`src/rtl/raster_stall_pkg.sv`:
```
package raster_stall_pkg;
  // Bus ownership class of one cycle of a raster line.
  typedef enum logic [1:0] {
    SLOT_FREE   = 2'd0,
    SLOT_WONLY  = 2'd1,
    SLOT_STOLEN = 2'd2
  } slot_e;
endpackage

```
`src/rtl/rsg_cycle_ctr.sv`:
```
module rsg_cycle_ctr #(
  parameter int LINE_CYCLES = 63,
  parameter int CYC_W       = $clog2(LINE_CYCLES)
) (
  input  logic             clk,
  input  logic             rst_n,
  output logic [CYC_W-1:0] cyc_q
);
  localparam logic [CYC_W-1:0] LAST_CYC = CYC_W'(LINE_CYCLES - 1);

  logic             cnt_en;
  logic [CYC_W-1:0] cyc_d;

  assign cnt_en = 1'b1;

  always_comb begin
    cyc_d = cyc_q;
    if (cnt_en) begin
      if (cyc_q == LAST_CYC) cyc_d = '0;
      else                   cyc_d = cyc_q + 1'b1;
    end
  end

  always_ff @(posedge clk or negedge rst_n) begin
    if (!rst_n) cyc_q <= '0;
    else        cyc_q <= cyc_d;
  end

  // wrap after the last cycle of the line
  a_r1_wrap: assert property (@(posedge clk) disable iff (!rst_n)
    (cyc_q == LAST_CYC) |=> (cyc_q == '0));

  // unit step everywhere else
  a_r1_step: assert property (@(posedge clk) disable iff (!rst_n)
    (cyc_q != LAST_CYC) |=> (cyc_q == $past(cyc_q) + 1'b1));
endmodule

```
`src/rtl/rsg_badline_det.sv`:
```
module rsg_badline_det #(
  parameter int LINE_W     = 9,
  parameter int YS_W       = 3,
  parameter int FIRST_LINE = 'h30,
  parameter int LAST_LINE  = 'hF7
) (
  input  logic              clk,
  input  logic              rst_n,
  input  logic [LINE_W-1:0] raster_line,
  input  logic [YS_W-1:0]   yscroll,
  input  logic              den,
  output logic              bad_line
);
  localparam logic [LINE_W-1:0] FIRST_L = LINE_W'(FIRST_LINE);
  localparam logic [LINE_W-1:0] LAST_L  = LINE_W'(LAST_LINE);

  logic den_seen_q, den_seen_d;
  logic on_first, in_window, scroll_hit, den_ok;

  assign on_first   = (raster_line == FIRST_L);
  assign in_window  = (raster_line >= FIRST_L) && (raster_line <= LAST_L);
  assign scroll_hit = (raster_line[YS_W-1:0] == yscroll);
  assign den_ok     = den_seen_q || (on_first && den);

  always_comb begin
    den_seen_d = den_seen_q;
    if (raster_line < FIRST_L)  den_seen_d = 1'b0;
    else if (on_first && den)   den_seen_d = 1'b1;
  end

  always_ff @(posedge clk or negedge rst_n) begin
    if (!rst_n) den_seen_q <= 1'b0;
    else        den_seen_q <= den_seen_d;
  end

  assign bad_line = in_window && scroll_hit && den_ok;

  // the enable memory is only set by display enable seen on the first line
  a_r4_set_on_first: assert property (@(posedge clk) disable iff (!rst_n)
    $rose(den_seen_q) |-> ($past(raster_line) == FIRST_L) && $past(den));

  // the enable memory is cleared above the display window
  a_r4_clear_above: assert property (@(posedge clk) disable iff (!rst_n)
    ($past(raster_line) < FIRST_L) |-> !den_seen_q);
endmodule

```
`src/rtl/rsg_stall_shaper.sv`:
```
module rsg_stall_shaper
  import raster_stall_pkg::*;
#(
  parameter int CYC_W        = 6,
  parameter int HEAD_FREE    = 11,
  parameter int WARN_CYCLES  = 3,
  parameter int STEAL_CYCLES = 40
) (
  input  logic             clk,
  input  logic             rst_n,
  input  logic [CYC_W-1:0] cyc,
  input  logic             bad_line,
  output logic             ba,
  output logic             aec
);
  localparam logic [CYC_W-1:0] WARN_START  = CYC_W'(HEAD_FREE);
  localparam logic [CYC_W-1:0] STEAL_START = CYC_W'(HEAD_FREE + WARN_CYCLES);
  localparam logic [CYC_W-1:0] STEAL_END   = CYC_W'(HEAD_FREE + WARN_CYCLES + STEAL_CYCLES);

  slot_e slot;

  always_comb begin
    slot = SLOT_FREE;
    if (bad_line) begin
      if (cyc >= STEAL_START && cyc < STEAL_END)      slot = SLOT_STOLEN;
      else if (cyc >= WARN_START && cyc < STEAL_START) slot = SLOT_WONLY;
    end
  end

  assign ba  = (slot == SLOT_FREE);
  assign aec = (slot != SLOT_STOLEN);

  // bus-available only falls at the first warning cycle
  a_r6_ba_fall_pos: assert property (@(posedge clk) disable iff (!rst_n)
    $fell(ba) |-> (cyc == WARN_START));

  // address enable only falls after the full warning window
  a_r7_aec_fall_pos: assert property (@(posedge clk) disable iff (!rst_n)
    $fell(aec) |-> (cyc == STEAL_START) && !$past(ba) && $past(aec));

  // bus returns at the first cycle after the steal
  a_r8_ba_rise_pos: assert property (@(posedge clk) disable iff (!rst_n)
    $rose(ba) |-> (cyc == STEAL_END) && $rose(aec));
endmodule

```
`src/rtl/raster_stall_gen.sv`:
```
module raster_stall_gen #(
  parameter int LINE_CYCLES  = 63,
  parameter int LINE_W       = 9,
  parameter int YS_W         = 3,
  parameter int FIRST_LINE   = 'h30,
  parameter int LAST_LINE    = 'hF7,
  parameter int HEAD_FREE    = 11,
  parameter int WARN_CYCLES  = 3,
  parameter int STEAL_CYCLES = 40,
  parameter int CYC_W        = $clog2(LINE_CYCLES)
) (
  input  logic              clk,
  input  logic              rst_n,
  input  logic [LINE_W-1:0] raster_line,
  input  logic [YS_W-1:0]   yscroll,
  input  logic              den,
  output logic              ba,
  output logic              aec,
  output logic              bad_line,
  output logic [CYC_W-1:0]  cycle_idx
);
  logic rst_meta_q, rst_sync_q;

  // asynchronous assertion, synchronous release
  always_ff @(posedge clk or negedge rst_n) begin
    if (!rst_n) begin
      rst_meta_q <= 1'b0;
      rst_sync_q <= 1'b0;
    end else begin
      rst_meta_q <= 1'b1;
      rst_sync_q <= rst_meta_q;
    end
  end

  rsg_cycle_ctr #(
    .LINE_CYCLES (LINE_CYCLES),
    .CYC_W       (CYC_W)
  ) u_ctr (
    .clk   (clk),
    .rst_n (rst_sync_q),
    .cyc_q (cycle_idx)
  );

  rsg_badline_det #(
    .LINE_W     (LINE_W),
    .YS_W       (YS_W),
    .FIRST_LINE (FIRST_LINE),
    .LAST_LINE  (LAST_LINE)
  ) u_det (
    .clk         (clk),
    .rst_n       (rst_sync_q),
    .raster_line (raster_line),
    .yscroll     (yscroll),
    .den         (den),
    .bad_line    (bad_line)
  );

  rsg_stall_shaper #(
    .CYC_W        (CYC_W),
    .HEAD_FREE    (HEAD_FREE),
    .WARN_CYCLES  (WARN_CYCLES),
    .STEAL_CYCLES (STEAL_CYCLES)
  ) u_shape (
    .clk      (clk),
    .rst_n    (rst_sync_q),
    .cyc      (cycle_idx),
    .bad_line (bad_line),
    .ba       (ba),
    .aec      (aec)
  );

  // held in the idle state while reset is applied
  a_r2_reset_idle: assert property (@(posedge clk)
    !rst_n |-> (cycle_idx == '0) && ba && aec);

  // a bad line never lies outside the display window
  a_r3_window: assert property (@(posedge clk) disable iff (!rst_sync_q)
    bad_line |-> (raster_line >= LINE_W'(FIRST_LINE)) && (raster_line <= LINE_W'(LAST_LINE)));
endmodule

```
`config.mk`:
```
export PLATFORM = sky130hd
export DESIGN_NAME = raster_stall_gen
export DESIGN_NICKNAME = d
export VERILOG_FILES = /design/src/rtl/raster_stall_pkg.sv /design/src/rtl/rsg_cycle_ctr.sv /design/src/rtl/rsg_badline_det.sv /design/src/rtl/rsg_stall_shaper.sv /design/src/rtl/raster_stall_gen.sv
export SDC_FILE = /design/constraint.sdc
export NUM_CORES = 1
export LEC_CHECK = 0
export CORE_MARGIN = 3
export CORE_UTILIZATION = 30
export DETAILED_ROUTE_END_ITERATION = 16
export SLEW_MARGIN = 40
export SYNTH_ARGS = -nofsm -noshare
export SYNTH_HDL_FRONTEND = slang
export SYNTH_SLANG_ARGS = --single-unit
```
`constraint.sdc`:
```
create_clock -name clk -period 1.63 [get_ports clk]
set_clock_uncertainty 0.05 [all_clocks]
set_input_delay 0.2445 -clock clk [delete_from_list [all_inputs] [get_ports clk]]
set_output_delay 0.2445 -clock clk [all_outputs]
set_load 0.005 [all_outputs]
```
==> summary.md <==
| Metric | Value |
|---|---|
| Outcome | `complete, but fails checks` |
| Int Pwr | `0.359 mW` |
| Cells after DPL | `~100` |
| First-pass GRT wire length | `around 2200 um` |
| Setup TNS Final | `-0.0865 ns` |
| Iteration count of the initial detailed-routing pass | `4` |
| Unrepaired setup endpoints after global routing | `true` |
| Distinct cells, synth | `20` |
| Leakage | `roughly 0.40 nW` |
| Vias in the first global route | `between 500 and 600` |
| Die Y | `46.5 um` |
| Worst setup SP type | `primary input` |
| Layout cells sized above 1 | `0.415` |
| # diodes | `0` |
| Buffers on Ports | `23` |
| DP Worst Slack | `-0.846 ns` |
| Iter 0 DRT Violations | `4` |
| Setup slack after layout | `-0.0445 ns` |
| Worst min-delay path class | `reg2async` |
| Num CTS Buffers | `3` |
| Worst vdd ir | `~0.55 mV` |
| Commonest non-fill, non-tap cell in the layout | `buf_4` |
| Final RePlAce weighted congestion | `about 0.79` |
| Power density over the cells | `roughly 520 nW/um^2` |
| Die X | `46.5 um` |
| Worst R2R Setup Slack | `0.28 ns` |
| Root Buffer | `clkbuf_4` |
| Final Slew Violations | `0` |
| DR vias/cell | `about 4.9` |
| Min Clock Period, post-route | `1.67 ns` |
| Non-filler cells, final | `between 100 and 150` |
| Combinational share of power | `0.148` |
| FF+latch count, synth | `9` |
| Most frequent cells in the layout | `11 x buf_4, 9 x dfrtp_1, 8 x nor2_1, 8 x buf_2, 7 x buf_6` |
| Final Net Count | `~110` |
| Max-cap viol count | `0` |
| Largest net degree at the start of global routing | `8` |
| Drt total wl | `1370 um` |
| Initial antenna violation count | `0` |
| Post-DP HPWL | `991 um` |
| Clock share of power | `0.358` |
| Crit path kind | `in2out` |
| Synth-to-layout area growth | `81.5%` |
| Cell Area, Synth | `roughly 490 um^2` |
| Crit. End Element | `primary output` |
| Clock transition at path regs | `roughly 0.07 ns` |
| Period utilisation layout | `1.03` |
| Final-report hold violation count | `0` |
| Row cnt | `14` |
| Worst-Skew Late Latency | `about 0.26 ns` |
| H-tree levels | `1` |
| Seq/Total Area, Yosys | `0.457` |
| Clock sink total | `9` |
| R2R cell count | `6` |
| Critical path arrival | `roughly 1.4 ns` |
| Gr usage total | `0.137` |
| Die ar. | `2170 um^2` |
| Via count | `540` |
| P_sw | `0.109 mW` |
| Reg power frac | `0.493` |
| Starting density of the core | `0.323` |
| Top-level port count | `24` |
| Synth warn | `0` |
| Fillers | `roughly 150` |
| DR DRC count | `0` |
| Final setup viols | `2` |
| Avg Cell Area, Syn | `roughly 9 um^2` |
| Failing checks | `setup timing` |
| Max clock buf depth | `2` |
| CP max FO | `3` |
| Hold WS | `a little under 0.07 ns` |
| Core Util, Final | `0.587` |
| Post-synthesis cell count | `between 50 and 60` |
| Syn nets | `between 70 and 80` |
| Post-DRT Antenna Nets | `0` |
| TritonCTS clock tree | `done` |
| Core region area | `approximately 1500 um^2` |
| Req. time, crit path | `1.34 ns` |
| Switching part of the total | `0.233` |
| F_max | `around 0.60 GHz` |
| Global route total overflow | `0` |
| WL/cell | `between 10 and 15 um` |
## cell families after synthesis
logic type,count (synthesis),share of synthesized area
AOI/OAI and AO/OA,10,0.132
xor gates and xnor gates,6,0.107
adders and majority gates,2,0.0508
buffers and inverters,3,0.0228
DFF,9,0.457
other,1,0.00761
and+or+nand+nor,24,0.223
## area by class of cell
type | count | area (um^2) | share of cell area
multi-input cells | 43 | 314 | 0.351
repair buffers | 36 | 300 | 0.336
flip-flops and latches | 9 | 225 | 0.252
clock buffers | 3 | 22.5 | 0.0252
well taps | 16 | 20.0 | 0.0224
inverters | 2 | 7.51 | 0.00839
clock inverters | 1 | 5.00 | 0.00559
## final timing paths
| kind | from | endpoint |
|---|---|---|
| max | yscroll[0] | ba |
| min | rst_sync_q | u_det.den_seen_q |
| max reg2reg | u_ctr.cyc_q[0] | u_ctr.cyc_q[2] |
| min reg2reg | rst_sync_q | u_det.den_seen_q |
| max in group asynchronous | rst_sync_q | u_ctr.cyc_q[0] |
| min in group clk | rst_meta_q | rst_sync_q |
## power groups by stage
stage	clock (mW)	sequential (mW)	combinational, mW
after floorplan	0	0.234	0.0149
after global placement	0	0.235	0.0606
after detailed placement	0	0.235	0.0608
after CTS	0.177	0.231	0.0652
after global routing	0.186	0.232	0.0748
final	0.168	0.231	0.0695
## synthesized netlist by cell type
cell type / count / area [um^2]
ha_1: 2 / 25.0
a21oi_1: 3 / 15.0
o32ai_1: 1 / 8.76
conb_1: 1 / 3.75
o31ai_1: 1 / 7.51
dfrtp_1: 9 / 225
and3_1: 1 / 6.26
a41oi_1: 1 / 8.76
or4_4: 1 / 11.3
xnor2_1: 1 / 8.76
nand3_1: 4 / 20.0
nand2_1: 7 / 26.3
nor2_1: 8 / 30.0
inv_1: 2 / 7.51
o21ai_0: 2 / 10.0
xor2_1: 5 / 43.8
clkbuf_1: 1 / 3.75
a211oi_1: 2 / 15.0
nor2b_1: 1 / 6.26
nor3_1: 2 / 10.0
## state kept, by name (all words and copies together), names as in the netlist
register	cells
rst_meta_q	1
rst_sync_q	1
u_ctr.cyc_q	6
u_det.den_seen_q	1
## metrics by stage
| stage | instance area (um^2) | power, mW |
|---|---|---|
| 2_1_floorplan | 493 | 0.249 |
| 3_5_place_dp | 815 | 0.296 |
| 4_1_cts | 872 | 0.474 |
| 5_1_grt | 895 | 0.492 |
| 6_report | 895 | 0.468 |
| 3_3_place_gp | 815 | 0.296 |
## critical path, cell delays in order
cell and delay (ns):
buf_6 0.09, xor2_1 0.15, or4_4 0.54, a211oi_2 0.16
nand2_1 0.06, buf_2 0.13
## metal layers
| layer | vias up | share of wire | GRT usage |
|---|---|---|---|
| li1 | 268 | - | - |
| met1 | 249 | 0.40 | 0.140 |
| met2 | 23 | 0.50 | 0.264 |
| met3 | 0 | 0.10 | 0.0313 |
| met4 | 0 | 0 | 0.0511 |
| met5 | - | 0 | 0 |
## timing repair
action,4_1_cts,5_1_grt
endpoints found under the setup margin,3,6
buffers inserted,3,0
pin swaps,13,2
hold buffers,0,0
resized for setup,67,6
Note: power is estimated with default switching activity, not from simulation.
